$ cat config.mk
export PLATFORM = sky130hd
export DESIGN_NAME = bridge_window_decoder
export DESIGN_NICKNAME = d
export VERILOG_FILES = /design/src/rtl/bwd_pkg.sv /design/src/rtl/bwd_range_match.sv /design/src/rtl/bwd_window_regs.sv /design/src/rtl/bridge_window_decoder.sv
export SDC_FILE = /design/constraint.sdc
export NUM_CORES = 1
export LEC_CHECK = 0
export CAP_MARGIN = 5
export CELL_PAD_IN_SITES_DETAIL_PLACEMENT = 1
export CELL_PAD_IN_SITES_GLOBAL_PLACEMENT = 1
export CORE_AREA = 3 3 193 195
export CTS_CLUSTER_DIAMETER = 60
export DETAILED_ROUTE_END_ITERATION = 8
export DIE_AREA = 0 0 196 198
export PLACE_DENSITY_LB_ADDON = 0.1
export RECOVER_POWER = 100
export SYNTH_ARGS = -nofsm -noshare
export SYNTH_HDL_FRONTEND = slang
export SYNTH_SLANG_ARGS = --single-unit
$ cat constraint.sdc
create_clock -name clk -period 2.71 [get_ports clk]
set_clock_uncertainty 0.1 [all_clocks]
set_input_delay 0.542 -clock clk [delete_from_list [all_inputs] [get_ports clk]]
set_output_delay 0.542 -clock clk [all_outputs]
set_load 0.01 [all_outputs]
$ cat src/rtl/bwd_pkg.sv
package bwd_pkg;
  localparam int ADDR_W    = 64;
  localparam int IO_W      = 32;
  localparam int IO_GRAN   = 12;
  localparam int MEM_GRAN  = 20;
  localparam int N_WIN     = 3;
  localparam int N_VGA     = 3;
  localparam int IO_HI_W   = IO_W - 16;
  localparam int MEM_HI_W  = ADDR_W - 32;
  localparam logic [3:0] TYPE_WIDE = 4'h1;

  localparam int IDX_IO   = 0;
  localparam int IDX_MEM  = 1;
  localparam int IDX_PREF = 2;

  typedef enum logic [2:0] {
    WIN_NONE    = 3'd0,
    WIN_IO      = 3'd1,
    WIN_MEM     = 3'd2,
    WIN_PREF    = 3'd3,
    WIN_VGA_IO  = 3'd4,
    WIN_VGA_MEM = 3'd5
  } win_e;

  typedef struct packed {
    logic              en;
    logic [ADDR_W-1:0] base;
    logic [ADDR_W-1:0] limit;
  } win_t;
endpackage

$ cat src/rtl/bwd_range_match.sv
module bwd_range_match #(
  parameter int AW = 64
) (
  input  logic          en,
  input  logic [AW-1:0] base,
  input  logic [AW-1:0] limit,
  input  logic [AW-1:0] addr,
  output logic          hit
);
  logic above_base;
  logic below_limit;

  always_comb begin
    above_base  = (addr >= base);
    below_limit = (addr <= limit);
    hit         = en && above_base && below_limit;
  end
endmodule

$ cat src/rtl/bwd_window_regs.sv
module bwd_window_regs
  import bwd_pkg::*;
(
  input  logic                   clk,
  input  logic                   rst_n,
  input  logic                   upd,
  input  logic [7:0]             io_base_lo,
  input  logic [7:0]             io_limit_lo,
  input  logic [IO_HI_W-1:0]     io_base_hi,
  input  logic [IO_HI_W-1:0]     io_limit_hi,
  input  logic [15:0]            mem_base,
  input  logic [15:0]            mem_limit,
  input  logic [15:0]            pf_base,
  input  logic [15:0]            pf_limit,
  input  logic [MEM_HI_W-1:0]    pf_base_hi,
  input  logic [MEM_HI_W-1:0]    pf_limit_hi,
  input  logic                   io_en,
  input  logic                   mem_en,
  input  logic                   vga_en,
  output win_t [N_WIN-1:0]       wins_q,
  output logic                   vga_q
);
  localparam logic [IO_GRAN-1:0]  IO_ONES  = '1;
  localparam logic [MEM_GRAN-1:0] MEM_ONES = '1;

  win_t [N_WIN-1:0] wins_d;
  logic             vga_d;
  logic [IO_W-1:0]  io_b, io_l;
  logic [ADDR_W-1:0] mem_b, mem_l, pf_b, pf_l;
  logic             io_b_wide, io_l_wide, pf_b_wide, pf_l_wide;

  // next-state: rebuild windows from the packed fields
  always_comb begin
    io_b_wide = (io_base_lo[3:0]  == TYPE_WIDE);
    io_l_wide = (io_limit_lo[3:0] == TYPE_WIDE);
    pf_b_wide = (pf_base[3:0]     == TYPE_WIDE);
    pf_l_wide = (pf_limit[3:0]    == TYPE_WIDE);

    io_b  = {(io_b_wide ? io_base_hi  : {IO_HI_W{1'b0}}), io_base_lo[7:4],  {IO_GRAN{1'b0}}};
    io_l  = {(io_l_wide ? io_limit_hi : {IO_HI_W{1'b0}}), io_limit_lo[7:4], IO_ONES};
    mem_b = {{MEM_HI_W{1'b0}}, mem_base[15:4],  {MEM_GRAN{1'b0}}};
    mem_l = {{MEM_HI_W{1'b0}}, mem_limit[15:4], MEM_ONES};
    pf_b  = {(pf_b_wide ? pf_base_hi  : {MEM_HI_W{1'b0}}), pf_base[15:4],  {MEM_GRAN{1'b0}}};
    pf_l  = {(pf_l_wide ? pf_limit_hi : {MEM_HI_W{1'b0}}), pf_limit[15:4], MEM_ONES};

    wins_d = wins_q;
    vga_d  = vga_q;
    if (upd) begin
      wins_d[IDX_IO].base    = {{(ADDR_W-IO_W){1'b0}}, io_b};
      wins_d[IDX_IO].limit   = {{(ADDR_W-IO_W){1'b0}}, io_l};
      wins_d[IDX_IO].en      = io_en && (io_l >= io_b);
      wins_d[IDX_MEM].base   = mem_b;
      wins_d[IDX_MEM].limit  = mem_l;
      wins_d[IDX_MEM].en     = mem_en && (mem_l >= mem_b);
      wins_d[IDX_PREF].base  = pf_b;
      wins_d[IDX_PREF].limit = pf_l;
      wins_d[IDX_PREF].en    = mem_en && (pf_l >= pf_b);
      vga_d                  = vga_en;
    end
  end

  always_ff @(posedge clk or negedge rst_n) begin
    if (!rst_n) begin
      wins_q <= '0;
      vga_q  <= 1'b0;
    end else if (upd) begin
      wins_q <= wins_d;
      vga_q  <= vga_d;
    end
  end

  assert_hold_without_update_R9: assert property (@(posedge clk) disable iff (!rst_n)
    !upd |=> ($stable(wins_q) && $stable(vga_q)));

  generate
    for (genvar k = 0; k < N_WIN; k++) begin : g_chk
      assert_enabled_not_empty_R6: assert property (@(posedge clk) disable iff (!rst_n)
        wins_q[k].en |-> (wins_q[k].base <= wins_q[k].limit));
    end
  endgenerate

  assert_io_gate_R5: assert property (@(posedge clk) disable iff (!rst_n)
    (upd && !io_en) |=> !wins_q[IDX_IO].en);
  assert_mem_gate_R5: assert property (@(posedge clk) disable iff (!rst_n)
    (upd && !mem_en) |=> (!wins_q[IDX_MEM].en && !wins_q[IDX_PREF].en));
endmodule

$ cat src/rtl/bridge_window_decoder.sv
module bridge_window_decoder
  import bwd_pkg::*;
(
  input  logic                clk,
  input  logic                rst_n,
  input  logic                cfg_update,
  input  logic [7:0]          io_base_lo,
  input  logic [7:0]          io_limit_lo,
  input  logic [15:0]         io_base_hi,
  input  logic [15:0]         io_limit_hi,
  input  logic [15:0]         mem_base,
  input  logic [15:0]         mem_limit,
  input  logic [15:0]         pf_base,
  input  logic [15:0]         pf_limit,
  input  logic [31:0]         pf_base_hi,
  input  logic [31:0]         pf_limit_hi,
  input  logic                cmd_io_en,
  input  logic                cmd_mem_en,
  input  logic                ctl_vga_en,
  input  logic                req_valid,
  input  logic [63:0]         req_addr,
  input  logic                req_is_io,
  output logic                claim_valid,
  output logic                claim,
  output logic [2:0]          claim_win
);
  // legacy ranges: two I/O, one memory
  localparam logic [ADDR_W-1:0] VGA_LO [N_VGA] = '{64'h3B0, 64'h3C0, 64'hA0000};
  localparam logic [ADDR_W-1:0] VGA_HI [N_VGA] = '{64'h3BB, 64'h3DF, 64'hBFFFF};

  win_t [N_WIN-1:0]  wins;
  logic              vga_q;
  logic [ADDR_W-1:0] io_addr;
  logic [N_WIN-1:0]  win_hit;
  logic [N_VGA-1:0]  vga_hit;
  win_e              win_d, win_q;
  logic              claim_d, claim_q, valid_q;

  bwd_window_regs u_regs (
    .clk         (clk),
    .rst_n       (rst_n),
    .upd         (cfg_update),
    .io_base_lo  (io_base_lo),
    .io_limit_lo (io_limit_lo),
    .io_base_hi  (io_base_hi),
    .io_limit_hi (io_limit_hi),
    .mem_base    (mem_base),
    .mem_limit   (mem_limit),
    .pf_base     (pf_base),
    .pf_limit    (pf_limit),
    .pf_base_hi  (pf_base_hi),
    .pf_limit_hi (pf_limit_hi),
    .io_en       (cmd_io_en),
    .mem_en      (cmd_mem_en),
    .vga_en      (ctl_vga_en),
    .wins_q      (wins),
    .vga_q       (vga_q)
  );

  assign io_addr = {{(ADDR_W-IO_W){1'b0}}, req_addr[IO_W-1:0]};

  generate
    for (genvar k = 0; k < N_WIN; k++) begin : g_win
      bwd_range_match #(.AW(ADDR_W)) u_match (
        .en    (wins[k].en),
        .base  (wins[k].base),
        .limit (wins[k].limit),
        .addr  ((k == IDX_IO) ? io_addr : req_addr),
        .hit   (win_hit[k])
      );
    end
    for (genvar v = 0; v < N_VGA; v++) begin : g_vga
      bwd_range_match #(.AW(ADDR_W)) u_match (
        .en    (vga_q),
        .base  (VGA_LO[v]),
        .limit (VGA_HI[v]),
        .addr  ((v < 2) ? io_addr : req_addr),
        .hit   (vga_hit[v])
      );
    end
  endgenerate

  // next-state: priority select
  always_comb begin
    win_d = WIN_NONE;
    if (req_valid) begin
      if (req_is_io) begin
        if (win_hit[IDX_IO])              win_d = WIN_IO;
        else if (vga_hit[0] || vga_hit[1]) win_d = WIN_VGA_IO;
      end else begin
        if (win_hit[IDX_PREF])            win_d = WIN_PREF;
        else if (win_hit[IDX_MEM])        win_d = WIN_MEM;
        else if (vga_hit[2])              win_d = WIN_VGA_MEM;
      end
    end
    claim_d = (win_d != WIN_NONE);
  end

  always_ff @(posedge clk or negedge rst_n) begin
    if (!rst_n) begin
      valid_q <= 1'b0;
      claim_q <= 1'b0;
      win_q   <= WIN_NONE;
    end else begin
      valid_q <= req_valid;
      claim_q <= claim_d;
      win_q   <= win_d;
    end
  end

  assign claim_valid = valid_q;
  assign claim       = claim_q;
  assign claim_win   = win_q;

  assert_result_follows_req_R10: assert property (@(posedge clk) disable iff (!rst_n)
    req_valid |=> claim_valid);
  assert_idle_quiet_R10: assert property (@(posedge clk) disable iff (!rst_n)
    !claim_valid |-> (!claim && claim_win == 3'd0));
  assert_claim_code_R10: assert property (@(posedge clk) disable iff (!rst_n)
    claim == (claim_win != 3'd0));
  assert_vga_gated_R7: assert property (@(posedge clk) disable iff (!rst_n)
    (claim && (claim_win == 3'd4 || claim_win == 3'd5)) |-> $past(vga_q));
endmodule

; Word-level counts from Yosys, hierarchy flattened
; Index checks and enable logic that the tools add are counted.
[classes]
magnitude_cmp = 15
n_eq_ne = 4
muxes = 11
n_reduce_logical = 17
[ops]
columns = op, count
row1 = 64-bit >= comparator, 2
row2 = 32-bit >= comparator, 3
row3 = 32-bit by 10-bit >= comparator with 1-bit output (second input constant), 2
row4 = 64-bit by 20-bit >= comparator with 1-bit output (second input constant), 1
row5 = 64-bit by 32-bit >= comparator with 1-bit output, 1
row6 = 32-bit by 10-bit <= comparator with 1-bit output (second input constant), 2
row7 = 64-bit by 20-bit <= comparator with 1-bit output (second input constant), 1
row8 = 64-bit by 32-bit <= comparator with 1-bit output, 1
row9 = 64-bit <= comparator, 1
row10 = 32-bit two-way mux, 2
row11 = 32-bit <= comparator, 1
row12 = 16-bit two-way mux, 2
row13 = 3-bit two-way mux, 7
row14 = 4-bit by 1-bit equality test with 1-bit output (second input constant), 4
row15 = 1-bit logical AND, 15
row16 = 3-bit nonzero test, 1
row17 = 1-bit logical OR, 1
[word_totals]
ff_bits = 213
input_bits = 248
out_inout_bits = 5

; Longest topological paths before layout
[depth]
ltp_word = 9
mapped_depth = 14

; Hierarchy
; From an unflattened synthesis, not the netlist that was laid out.
[unflattened]
hier_cells = 3774
hier_area_um2 = 29423.2
[modules_own_cells]
columns = mod, instances, cells_each, area_each_um2
row1 = bwd_range_match, 6, 461, 3218.1
row2 = bwd_window_regs, 1, 991, 9898.2
row3 = bridge_window_decoder, 1, 17, 216.5

; Worst setup path before layout
; OpenSTA, ideal clock, no wires.
[synth_timing]
kind = in2reg
startpoint = input pf_base[1]
endpoint = register u_regs.wins_q[386] in the netlist's numbering
setup_ns = 0.132
arrival_ns = 2.868
path_slack_ns = -0.390
cell_stages = 14
path_buffers = 2
path_cell_list = nor4b_1 > clkbuf_1 > clkbuf_1 > nand2_1 > ha_1 > a21o_1 > a21o_1 > a21o_1 > a21oi_1 > nor2b_1 > o211ai_1 > nand4b_1 > o2bb2ai_1 > o211ai_1
[synth_via]
elab_chain_len = 4
[synth_rtl]
columns = element, line
row1 = from (decl), bridge_window_decoder.sv:13  ; input logic [15:0] pf_base,
row2 = 4-bit by 1-bit equality test with 1-bit output, bwd_window_regs.sv:36  ; pf_b_wide = (pf_base[3:0] == TYPE_WIDE);
row3 = 32-bit two-way mux, bwd_window_regs.sv:43  ; pf_b = {(pf_b_wide ? pf_base_hi : {MEM_HI_W{1'b0}}), pf_base[15:4], {MEM_GRAN{1'b0}}};
row4 = 64-bit >= comparator, bwd_window_regs.sv:57  ; wins_d[IDX_PREF].en = mem_en && (pf_l >= pf_b);
row5 = 1-bit logical AND, bwd_window_regs.sv:57
row6 = to (signal assigned), bwd_window_regs.sv:67  ; wins_q <= wins_d;
row7 = to (decl), bwd_window_regs.sv:20  ; output win_t [N_WIN-1:0] wins_q,
; No other way between the ends.
; A chain may end at the register's enable or synchronous reset.

; Final worst setup path
[layout_timing]
startpoint = register u_regs.wins_q[277] in the netlist's numbering
endpoint = register win_q[2], in the netlist claim_win[2]
[layout_via]
elab_chain_len = 5
[layout_rtl]
columns = element, line
row1 = 64-bit <= comparator, bwd_range_match.sv:15  ; below_limit = (addr <= limit);
row2 = 1-bit logical AND, bwd_range_match.sv:16  ; hit = en && above_base && below_limit;
row3 = 3-bit two-way mux, bridge_window_decoder.sv:91  ; if (win_hit[IDX_PREF]) win_d = WIN_PREF;
row4 = 3-bit two-way mux, bridge_window_decoder.sv:87  ; if (req_is_io) begin
row5 = 3-bit two-way mux, bridge_window_decoder.sv:86  ; if (req_valid) begin
row6 = net win_d[2], bridge_window_decoder.sv:36  ; win_e win_d, win_q;
row7 = to (signal assigned), bridge_window_decoder.sv:107  ; win_q <= win_d;
row8 = to (decl), bridge_window_decoder.sv:36
; The timed path passes the listed nets, and every way through them passes these cells.

==> impl.org <==
** Drt
- Dividing the detail-routed via count by the number of cells gives just over 5.
- Routed via count :: between 10000 and 15000
- In this run the remaining antenna-violating nets after routing total 0.
- In the final routed layout, each cell accounts on average for between 15 and 20 um.
- After detailed routing, the number of remaining DRC violations is 0.
- Iteration-0 DRC Markers :: between 400 and 500
- The pre-antenna-repair detailed-routing pass consisted of 4 iterations.
- Wire length reported by the detailed router :: between 40 and 50 mm

** Setup path
- CP most frequent cell :: o21ai_1
- Worst EP required :: 2.96 ns
- For this run, the slowest stage of the critical path takes between 0.5 and 0.6 ns.
- Data arrival, critical path :: between 3 and 4 ns
- Traced cell by cell, the critical path runs through inv_4, buf_6, ha_1, nand2_1, o21ai_1, o21ai_1, nor2b_2, o311ai_2, a311oi_2, or4_4, o31ai_2.
- Critical path class :: reg -> reg
- In this run the worst path has a maximum fanout of 6.
- Endpoint class of the critical path :: flip-flop
- CP startpoint kind :: flip-flop
- Slowest cell on the critical path :: or4_4

** STA
- Across all hold checks on the routed design, the worst slack comes to approximately 0.43 ns.
- Static timing analysis puts the maximum clock frequency at around 0.36 GHz.
- Minimum clock period after layout :: around 2.8 ns
- Setup repair after global routing could not meet its margin everywhere.
- For the pin with the worst max-slew slack, the measured transition is ~1.8 ns.
- Number of failing hold endpoints at the final stage :: 0
- Part of the cycle the worst path needs :: 1.04
- Count of pins over their slew limit :: 209
- Remaining max-slew budget at the tightest pin :: -0.185
- Setup violations remaining at the end of the flow were counted as 5.
- Across all setup checks in the final design, the least slack found is -0.106 ns.

** Synth
- The average instance in the mapped netlist occupies between 8 and 9 um2.
- Syn Std Cell Area :: ~12000 um2
- Area fraction of the dominant cell type after synthesis :: 0.326
- EDFF count, synth :: 0
- The number of different library cells used by synthesis comes to a little under 50.
- In this run, synthesis produced a sequential element count of ~160.
- Synthesis produced a netlist with a net count of 1970.
- Mapped Cells :: about 1500
- By area the synthesized netlist is led by dfrtp_1 33%, ha_1 25%, o21ai_0 7.8%, nand2_1 6.2%, inv_1 5.5%.
- Share of synthesized area occupied by flip-flops and latches :: 0.326
- Counting flops with an async set or reset pin after synthesis yields a share of 1.00.
- Yosys printed 0 warnings.
- Top FF cell, synth :: dfrtp_1
- Cell taking the most area after synthesis :: dfrtp_1

** Finish
- For this run, the post-layout net count is 2437.
- Across the whole layout, storage elements account for a little over 4000 um2.
- Of the cells placed in the final design, the portion with a size suffix greater than 1 is 0.213.
- Counting the fill cells in the layout gives ~4200.
- Leaving out fill and tap cells, the most frequent cell in the layout is buf_4.
- Area occupied by multi-input gates :: ~8400 um2
- Compared with the post-synthesis result, the final layout area differs by 51.1%.
- Leaving out fill and tap cells, the most frequent cells in the layout are 218 x buf_4, 216 x ha_1, 199 x nand2_1.

** Clock tree
- CTS built an H-tree with a depth of 4.
- CTS tree :: yes
- Maximum clock path buffer count :: 2
- Worst skew pair latency :: 0.45 ns
- TritonCTS created 17 clock buffers.
- The tree is rooted in a clkbuf_16.
- The clock drives ~160 sinks.
- Clk slew on worst S/H paths :: around 0.070 ns

** Placed design
- Global placement routability congestion :: ~0.88
- DP Worst Slack :: -0.977 ns
- Dpl hpwl :: 36.9 mm
- Count of buffers from port buffering :: around 240

** Power
- Static Leakage :: 8.77 nW
- Dividing total power by cell area gives a power density of roughly 370 nW/um2.
- VDD IR max :: between 0.4 and 0.5 mV

** Min path
- The tightest min-delay check is of the in -> reg type.

** Floorplanning
- Top-Level Pins :: roughly 250
- The region available for standard cell placement spans about 36000 um2.
- Die Height :: 198 um
- The die covers a little under 40000 um2.
- Row cnt :: a little under 70
- Effective utilization at floorplan :: 0.350
- Die span in x :: between 150 and 200 um

** Global routing
- Entering global routing, the biggest net connects 108 pins.
- Wire length of the first global-routing pass :: 72.8 mm
- For this run, the total global-route usage over all layers was measured as 0.239.
- The number of antenna violations at the first check in global routing came to 1.
- Overflow after GRT :: 0
- The via count of the first global-routing pass was 13488.

** Status
- The flow ran to the end, but the final reports show violations.
- Violations in the final reports :: capacitance limit, slew limit, setup timing

** Run
- Maximum Capacitance Violations :: 2
## critical path, delay by kind of cell, from the launching register on
family / cells / cell delay [ns]
compound gates: 5 / 0.91
fa+ha+maj: 1 / 0.29
simple gates: 3 / 0.79
flops: 1 / 0.40
buf+inv: 2 / 0.23
## synth_stat cells, types with 2 or more instances
| library cell | instances |
|---|---|
| ha_1 | 245 |
| nand2_1 | 204 |
| o21ai_0 | 193 |
| inv_1 | 183 |
| dfrtp_1 | 162 |
| a21oi_1 | 81 |
| nand3_1 | 58 |
| and2_1 | 48 |
| a21o_1 | 46 |
| clkbuf_1 | 46 |
| nand4_1 | 37 |
| nor2_1 | 29 |
| nor4_1 | 22 |
| nor2b_1 | 20 |
| nor3_1 | 12 |
| a211oi_1 | 11 |
| nand2b_1 | 10 |
| mux2_2 | 5 |
| nor4b_1 | 5 |
| o211ai_1 | 5 |
| o21ai_1 | 5 |
| nand4b_1 | 4 |
| o2111ai_1 | 4 |
| or2_2 | 4 |
| or4_1 | 4 |
| o21a_1 | 3 |
| o31ai_1 | 3 |
| a211o_1 | 2 |
| a221oi_1 | 2 |
| a22oi_1 | 2 |
| and4_1 | 2 |
| buf_1 | 2 |
| nor3b_1 | 2 |
## cell families after synthesis
logic type	synth area share
and+or+nand+nor	0.184
DFF	0.326
muxes	0.00452
buffers and inverters	0.0697
AOI/OAI and AO/OA	0.170
adders and majority gates	0.246
## report_power, final
part / total, mW / switching (mW) / internal (mW)
Combinational: 1.88 / 0.952 / 0.931
Clock: 2.52 / 1.04 / 1.48
Sequential: 2.57 / 0.0389 / 2.53
## per-layer routing
layer	part of all wire	global-route usage
met5	0	0
met4	0.021	0.0602
met3	0.032	0.0344
met2	0.48	0.409
met1	0.47	0.318
## state kept, by name (all words and copies together), names as in the netlist
signal	cells
u_regs.vga_q	1
u_regs.wins_q	156
claim_valid	1
claim_win	3
claim	1
## worst paths after layout
path / start / end / slack [ns] / depth (start not counted)
worst min-delay path: cfg_update / u_regs.wins_q[312] / 0.43 / 3
worst max-delay path: u_regs.wins_q[277] / claim_win[2] / -0.11 / 11
worst max register to register: u_regs.wins_q[277] / claim_win[2] / -0.11 / 11
max in group asynchronous: rst_n / u_regs.wins_q[303] / 0.30 / 3
min in group asynchronous: rst_n / u_regs.wins_q[154] / 0.88 / 2
worst min register to register: u_regs.wins_q[342] / u_regs.wins_q[342] / 0.43 / 1
## area by class of cell
cell class / count / area share
well taps: 461 / 0.0307
inverters: 183 / 0.0367
multi-input cells: 1084 / 0.447
flip-flops and latches: 162 / 0.216
clock buffers: 19 / 0.0241
diodes: 1 / 0.000133
clock inverters: 11 / 0.00732
repair buffers: 496 / 0.239
## through the flow
stage	util	setup TNS, ns	cells	power (mW)	area [um2]
floorplan	-	-0.0398	1477	3.35	12500
global placement	0.481	-4.76	2352	4.29	17100
detailed placement	0.481	-5.15	2352	4.37	17100
CTS	0.522	-0.0978	2410	7.01	18600
global route	0.529	-0.996	2417	7.36	18800
finish	0.529	-0.316	2417	6.97	18800
## timing repair
| item | CTS | global route |
|---|---|---|
| endpoints found under the hold margin | 21 | 0 |
| endpoints found under the setup margin | 6 | 6 |
| pin swaps | 74 | 51 |
| gates resized for setup | 162 | 78 |
| hold buffers | 1 | 0 |
| cloned | 4 | 1 |
| setup buffers | 23 | 7 |
Power figures use the tool's default switching activity.
